**src/rtl/ep_flag_pkg.sv**
```systemverilog
// Package: shared endpoint-kind encoding and flag bit positions.
// Assumes: the kind codes and bit positions are visible to firmware and must not move.
package ep_flag_pkg;

    typedef enum logic [2:0] {
        KIND_CTRL  = 3'd0,
        KIND_BULK  = 3'd1,
        KIND_INTR  = 3'd2,
        KIND_ISO   = 3'd3,
        KIND_HBISO = 3'd4
    } ep_kind_e;

    localparam int FLAG_N   = 3;
    localparam int BIT_RXEV = 0;  // setup received / error flow
    localparam int BIT_XERR = 1;  // stall sent / crc error / transaction-count error
    localparam int BIT_NAKF = 2;  // nak in / flush error

    // Map an unused configuration code onto bulk.
    function automatic ep_kind_e norm_kind(input logic [2:0] code);
        ep_kind_e k;
        case (code)
            3'd0:    k = KIND_CTRL;
            3'd2:    k = KIND_INTR;
            3'd3:    k = KIND_ISO;
            3'd4:    k = KIND_HBISO;
            default: k = KIND_BULK;
        endcase
        return k;
    endfunction

endpackage

```
**src/rtl/ep_bank_counter.sv**
```systemverilog
// Module: per-microframe saturating event counter.
// Counts single-cycle strobes and saturates at its maximum value. On the
// microframe-end strobe it restarts at 1 if a strobe arrives in that same
// cycle, and at 0 otherwise.
// Assumes: the reader samples cnt before the restart takes effect.
module ep_bank_counter #(
    parameter int CNT_W = 2
) (
    input  logic             clk,
    input  logic             rst_n,
    input  logic             wipe,
    input  logic             uframe_end,
    input  logic             inc,
    output logic [CNT_W-1:0] cnt
);
    localparam logic [CNT_W-1:0] CNT_MAX = {CNT_W{1'b1}};
    localparam logic [CNT_W-1:0] CNT_ONE = CNT_W'(1);

    // Count strobes within one microframe, restarting at each boundary.
    always_ff @(posedge clk) begin
        if (!rst_n || wipe)
            cnt <= '0;
        else if (uframe_end)
            cnt <= inc ? CNT_ONE : '0;
        else if (inc && cnt != CNT_MAX)
            cnt <= cnt + CNT_ONE;
    end

    assert_cnt_restart_R9: assert property (@(posedge clk) disable iff (!rst_n)
        (uframe_end && !wipe) |=> (cnt <= CNT_ONE));
    assert_cnt_saturate_R9: assert property (@(posedge clk) disable iff (!rst_n)
        (cnt == CNT_MAX && !uframe_end && !wipe) |=> (cnt == CNT_MAX));
    assert_cnt_wipe_R1: assert property (@(posedge clk) disable iff (!rst_n)
        wipe |=> (cnt == '0));
endmodule

```
**src/rtl/ep_flag_cell.sv**
```systemverilog
// Module: one status flag bit.
// Priority from highest to lowest: wipe, load, set, firmware clear.
// Because set comes before clear, a set wins over a clear in the same cycle.
// Assumes: the decoder never asserts load together with set or clear.
module ep_flag_cell (
    input  logic clk,
    input  logic rst_n,
    input  logic wipe,
    input  logic load_en,
    input  logic load_val,
    input  logic set,
    input  logic clr,
    output logic q
);
    // Apply the priority chain to the stored bit.
    always_ff @(posedge clk) begin
        if (!rst_n || wipe)
            q <= 1'b0;
        else if (load_en)
            q <= load_val;
        else if (set)
            q <= 1'b1;
        else if (clr)
            q <= 1'b0;
    end

    assert_wipe_clears_R1: assert property (@(posedge clk) disable iff (!rst_n)
        wipe |=> !q);
    assert_set_beats_clear_R10: assert property (@(posedge clk) disable iff (!rst_n)
        (set && clr && !wipe && !load_en) |=> q);
endmodule

```
**src/rtl/ep_flag_decode.sv**
```systemverilog
// Module: routes events to flag set, clear and load controls by endpoint kind.
// Also makes the end-of-microframe decision for high-bandwidth endpoints.
// Purely combinational.
// Assumes: kind and dir are the latched values; the counts come from before
// the microframe restart.
module ep_flag_decode
    import ep_flag_pkg::*;
#(
    parameter int CNT_W = 2
) (
    input  ep_kind_e             kind,
    input  logic                 dir_in,
    input  logic [CNT_W-1:0]     ntrans,
    input  logic [CNT_W-1:0]     valid_cnt,
    input  logic [CNT_W-1:0]     sent_cnt,
    input  logic                 uframe_end,
    input  logic                 ev_setup_ok,
    input  logic                 ev_txn_err,
    input  logic                 ev_stall_sent,
    input  logic                 ev_out_data,
    input  logic                 ev_out_crc_bad,
    input  logic                 ev_nak_in,
    input  logic [FLAG_N-1:0]    fw_clr,
    output logic [FLAG_N-1:0]    set,
    output logic [FLAG_N-1:0]    clr,
    output logic [FLAG_N-1:0]    load_en,
    output logic [FLAG_N-1:0]    load_val
);
    logic is_ctrl, is_hs_plain, is_iso_any, is_hb, is_iso_out;
    logic [CNT_W-1:0] nt_eff;
    logic short_frame, flushed;

    // Classify the active kind.
    always_comb begin
        is_ctrl     = (kind == KIND_CTRL);
        is_hs_plain = (kind == KIND_CTRL) || (kind == KIND_BULK) || (kind == KIND_INTR);
        is_hb       = (kind == KIND_HBISO);
        is_iso_any  = (kind == KIND_ISO) || is_hb;
        is_iso_out  = (kind == KIND_ISO) && !dir_in;
    end

    // End-of-microframe comparisons for the high-bandwidth kind.
    always_comb begin
        nt_eff      = (ntrans == '0) ? CNT_W'(1) : ntrans;
        short_frame = uframe_end && (sent_cnt != '0) && (valid_cnt < nt_eff);
        flushed     = uframe_end && (valid_cnt > sent_cnt);
    end

    // Per-bit control routing.
    always_comb begin
        set      = '0;
        clr      = '0;
        load_en  = '0;
        load_val = '0;

        set[BIT_RXEV] = (is_ctrl && ev_setup_ok) || (is_iso_any && ev_txn_err);
        clr[BIT_RXEV] = (is_ctrl || is_iso_any) && fw_clr[BIT_RXEV];

        if (is_hs_plain) begin
            set[BIT_XERR] = ev_stall_sent;
            clr[BIT_XERR] = fw_clr[BIT_XERR];
        end else if (is_hb) begin
            set[BIT_XERR] = short_frame;
            clr[BIT_XERR] = fw_clr[BIT_XERR];
        end else if (is_iso_out) begin
            load_en[BIT_XERR]  = ev_out_data;
            load_val[BIT_XERR] = ev_out_crc_bad;
        end

        if (is_hb)
            set[BIT_NAKF] = flushed;
        else
            set[BIT_NAKF] = ev_nak_in;
        clr[BIT_NAKF] = fw_clr[BIT_NAKF];
    end

    always_comb begin
        assert_load_exclusive_R5: assert ((load_en & (set | clr)) == '0);
    end
endmodule

```
**src/rtl/usb_ep_status_flags.sv**
```systemverilog
// Module: top level of the endpoint status flag register.
// Latches the endpoint kind and direction, counts banks per microframe,
// decodes events by kind and holds the three flag bits.
// Assumes: all strobes are single-cycle and synchronous to clk.
module usb_ep_status_flags
    import ep_flag_pkg::*;
#(
    parameter int CNT_W = 2
) (
    input  logic             clk,
    input  logic             rst_n,
    input  logic [2:0]       cfg_type,
    input  logic             cfg_dir_in,
    input  logic [CNT_W-1:0] cfg_ntrans,
    input  logic             ev_setup_ok,
    input  logic             ev_txn_err,
    input  logic             ev_stall_sent,
    input  logic             ev_out_data,
    input  logic             ev_out_crc_bad,
    input  logic             ev_nak_in,
    input  logic             ev_bank_valid,
    input  logic             ev_bank_sent,
    input  logic             uframe_end,
    input  logic [2:0]       fw_clr,
    input  logic             ep_reset,
    input  logic             ep_disable,
    output logic [2:0]       flags
);
    ep_kind_e         act_kind;
    logic             act_dir_in;
    logic             wipe;
    logic [CNT_W-1:0] valid_cnt, sent_cnt;
    logic [FLAG_N-1:0] f_set, f_clr, f_load_en, f_load_val;

    assign wipe = ep_reset || ep_disable;

    // Reload the endpoint kind only during chip reset or an endpoint reset.
    always_ff @(posedge clk) begin
        if (!rst_n || ep_reset) begin
            act_kind   <= norm_kind(cfg_type);
            act_dir_in <= cfg_dir_in;
        end
    end

    ep_bank_counter #(.CNT_W(CNT_W)) u_valid_cnt (
        .clk(clk), .rst_n(rst_n), .wipe(wipe), .uframe_end(uframe_end),
        .inc(ev_bank_valid), .cnt(valid_cnt)
    );

    ep_bank_counter #(.CNT_W(CNT_W)) u_sent_cnt (
        .clk(clk), .rst_n(rst_n), .wipe(wipe), .uframe_end(uframe_end),
        .inc(ev_bank_sent), .cnt(sent_cnt)
    );

    ep_flag_decode #(.CNT_W(CNT_W)) u_decode (
        .kind(act_kind), .dir_in(act_dir_in), .ntrans(cfg_ntrans),
        .valid_cnt(valid_cnt), .sent_cnt(sent_cnt), .uframe_end(uframe_end),
        .ev_setup_ok(ev_setup_ok), .ev_txn_err(ev_txn_err),
        .ev_stall_sent(ev_stall_sent), .ev_out_data(ev_out_data),
        .ev_out_crc_bad(ev_out_crc_bad), .ev_nak_in(ev_nak_in),
        .fw_clr(fw_clr), .set(f_set), .clr(f_clr),
        .load_en(f_load_en), .load_val(f_load_val)
    );

    for (genvar b = 0; b < FLAG_N; b++) begin : g_flag
        ep_flag_cell u_cell (
            .clk(clk), .rst_n(rst_n), .wipe(wipe),
            .load_en(f_load_en[b]), .load_val(f_load_val[b]),
            .set(f_set[b]), .clr(f_clr[b]), .q(flags[b])
        );
    end

    assert_no_rxev_on_bulk_R12: assert property (@(posedge clk) disable iff (!rst_n)
        (act_kind == KIND_BULK || act_kind == KIND_INTR) |-> !flags[BIT_RXEV]);
    assert_no_xerr_on_iso_in_R12: assert property (@(posedge clk) disable iff (!rst_n)
        (act_kind == KIND_ISO && act_dir_in) |-> !flags[BIT_XERR]);
    assert_crc_follows_data_R5: assert property (@(posedge clk) disable iff (!rst_n)
        (act_kind == KIND_ISO && !act_dir_in && ev_out_data && !wipe)
        |=> (flags[BIT_XERR] == $past(ev_out_crc_bad)));
    assert_kind_held_R11: assert property (@(posedge clk) disable iff (!rst_n)
        !ep_reset |=> (act_kind == $past(act_kind)));
endmodule

```
**config.mk**
```make
export PLATFORM = sky130hd
export DESIGN_NAME = usb_ep_status_flags
export DESIGN_NICKNAME = d
export VERILOG_FILES = /design/src/rtl/ep_flag_pkg.sv /design/src/rtl/ep_bank_counter.sv /design/src/rtl/ep_flag_cell.sv /design/src/rtl/ep_flag_decode.sv /design/src/rtl/usb_ep_status_flags.sv
export SDC_FILE = /design/constraint.sdc
export NUM_CORES = 1
export LEC_CHECK = 0
export BUFFER_PORTS_ARGS = -buffer_cell sky130_fd_sc_hd__clkbuf_2
export CELL_PAD_IN_SITES_DETAIL_PLACEMENT = 0
export CELL_PAD_IN_SITES_GLOBAL_PLACEMENT = 1
export CORE_AREA = 4 4 53 55
export CTS_CLUSTER_DIAMETER = 50
export DETAILED_ROUTE_END_ITERATION = 7
export DIE_AREA = 0 0 57 59
export GPL_ROUTABILITY_DRIVEN = 0
export PLACE_DENSITY = 0.8
export SYNTH_ARGS = -nofsm -noshare
export SYNTH_HDL_FRONTEND = slang
export SYNTH_SLANG_ARGS = --single-unit
```
**constraint.sdc**
```tcl
create_clock -name clk -period 1.2 [get_ports clk]
set_input_delay 0.24 -clock clk [delete_from_list [all_inputs] [get_ports clk]]
set_output_delay 0.24 -clock clk [all_outputs]
set_load 0.02 [all_outputs]
```
==> reports/qor.yml <==
yosys:
  ys_ff_latch: 11
  synthesis.area_um2: 663
  ys_seq_area_frac: 0.392
  synthArstFlopShare: 0
  synth_warnings: 0
  synth_cell_types: 29
  synth.top_cell.area_share: 0.211
  synth_cells: 75
  syn_area_per_cell_um2: 8.84
  synth_area_leader_cell: "dfxtp_1"
  synth_nets: 103
  synth_area_leaders: "dfxtp_1, edfxtp_1, ha_1"
  synth_edf_count: 4
  ys.flop_type: "dfxtp_1"
sta:
  grt_setup_unrepaired: "yes"
  worst-slew-pin-transition_ps: 279
  final-setup-viol-count: 3
  slew_headroom: 0.814
  period_minus_slack_ps: 1260
  hold_slack_ps: 144
  final_max_slew_viol_count: 0
  fin_skew_ps: 2.19
  fmax_mhz: 794
  fin_crit_sh: 1.05
  setup_ws_ps: -59.8
  hold_viol: 0
route:
  vias_per_cell: 4.59
  drt_iter0_markers: 13
  drt-pass1-iter-count: 4
  post-route-drc-count: 0
  vias: 634
  routed_wl_um: 1520
  wl_per_cell_um: 11.0
  ant_nets: 0
setup_path:
  reg2reg_slack_ps: -60
  worstReg2RegStart: "act_kind[2]$_DFFE_PP_"
  end_kind: "flip-flop"
  cp.required_ps: 1350
  critPathKind: "flip-flop to flip-flop"
  r2r-end: "g_flag[0].u_cell.q$_SDFFE_PP0P_"
  crit_arrival_ps: 1410
  crit_fanout: 5
  reg2regPathDepth: 3
  start_kind: "flip-flop"
global_routing:
  overflow: 0
  grt_max_degree: 9
  grt_pass1_wl_um: 2490
  grt_pass1_vias: 643
  track_usage: 0.0972
  antenna_found_initial: 0
pwr:
  power.leakage_nw: 0.426
  ir_drop_mv: 0.741
  p_per_area_mw_per_mm2: 875
  totalPowerFinal_mw: 0.833
finish:
  layout-drive-gt1-share: 0.509
  area_growth_pct: 43.6
  fin_area_um2: 952
  fin_util: 0.399
  diodes: 0
  nets: 137
cts:
  cts-buffers-inserted: 3
  cts_hold_buf: 0
  cts_tree: "done"
  clockBufferDepth: 2
  htree_levels: 1
  clock_latency_ps: 270
  root_buffer: "clkbuf_4"
  cts.sinks: 11
  clk_pin_slew_ps: 70
floorplan:
  ios: 25
  core_mm2: 0.00239
  die_h_um: 59
  die_width_um: 57
  initial_core_util: 0.278
  num_rows: 18
  die-area_mm2: 0.00336
status:
  violations: "setup timing"
  status: "finished with violations"
min_path:
  holdCritPathClass: "input port to flip-flop"
  whs_endpoint: "act_dir_in$_DFFE_PP_"
  holdPathStages: 1
  hp-start: "cfg_dir_in"
placed_design:
  pre_cts_ws_ps: -54.8
  place_hpwl_um: 1190
  placed_area_um2: 863
  port_buffers: 24
flow_run:
  drv_cap: 0
## cell families after synthesis
group,share of synthesized area
AOI/OAI and AO/OA,0.159
adders and majority gates,0.113
buffers and inverters,0.0792
DFF,0.392
muxes,0.0321
and+or+nand+nor,0.225
## cell type report
| type | count | area [um^2] |
|---|---|---|
| repair buffers | 33 | 188 |
| fillers | 255 | 1440 |
| clock buffers | 4 | 26.3 |
| flip-flops and latches | 11 | 265 |
| inverters | 7 | 26.3 |
| well taps | 30 | 37.5 |
| multi-input cells | 53 | 409 |
## timing repair
item | in CTS | in global routing
setup buffers | 0 | 2
pin swaps | 6 | 3
gates resized for setup | 7 | 9
endpoints found under the setup margin | 6 | 6
## placed cells by master, fill, tap and decap left out, drive strengths merged, types with 3 or more instances in the layout
master / instances
a21oi: 6
buf: 9
clkbuf: 28
dfxtp: 7
edfxtp: 4
ha: 6
inv: 7
nand2: 5
nor2: 6
nor2b: 4
o21ai: 7
or3: 3
## registers in the layout, summed over array words and instances (netlist names)
name             count
g_flag.u_cell.q      3
u_valid_cnt.cnt      2
u_sent_cnt.cnt       2
act_kind             3
act_dir_in           1
## per-stage QoR
step	TNS, ps	cells
global route	-425	138
detailed placement	-158	132
global placement	-37.2	132
finish	-119	138
CTS	-113	136
floorplan	0	75
## cell usage after synthesis, types with 2 or more instances
master / n
o21ai_0: 6
and3b_1: 2
inv_1: 6
nand2_1: 5
nor2b_1: 4
ha_1: 6
dfxtp_1: 7
nor2_1: 5
buf_4: 3
a21oi_1: 6
edfxtp_1: 4
nor3_1: 2
or3_1: 3
## worst max-delay path by stage
| stage | slack [ps] | from | to |
|---|---|---|---|
| 4_1_cts | -60 | act_kind[2]$_DFFE_PP_ | g_flag[0].u_cell.q$_SDFFE_PP0P_ |
| 2_1_floorplan | 10 | u_sent_cnt.cnt[0]$_SDFFE_PP0P_ | g_flag[1].u_cell.q$_SDFFE_PP0P_ |
| 6_report | -60 | act_kind[2]$_DFFE_PP_ | g_flag[0].u_cell.q$_SDFFE_PP0P_ |
| 5_1_grt | -140 | act_kind[2]$_DFFE_PP_ | g_flag[0].u_cell.q$_SDFFE_PP0P_ |
| 3_3_place_gp | -30 | u_valid_cnt.cnt[0]$_SDFFE_PP0P_ | g_flag[2].u_cell.q$_SDFFE_PP0P_ |
| 3_5_place_dp | -50 | act_kind[2]$_DFFE_PP_ | g_flag[0].u_cell.q$_SDFFE_PP0P_ |
## report_power, final
group	switching, mW	internal, mW
registers	0.0154	0.406
clock network	0.127	0.129
logic	0.0667	0.0904
## critical path, cell delays in order (launching register included)
cell and delay, ps:
edfxtp_1 430, mux2_2 360, a222oi_1 280, nor2_1 70
## metal layers
metal | up-vias | track usage | wire length [um]
met5 | - | 0 | 0
met4 | 0 | 0.0199 | 9
met3 | 2 | 0.0566 | 144
met2 | 21 | 0.188 | 830
met1 | 283 | 0.0874 | 536
li1 | 328 | - | -
Note: power is estimated with default switching activity, not from simulation.
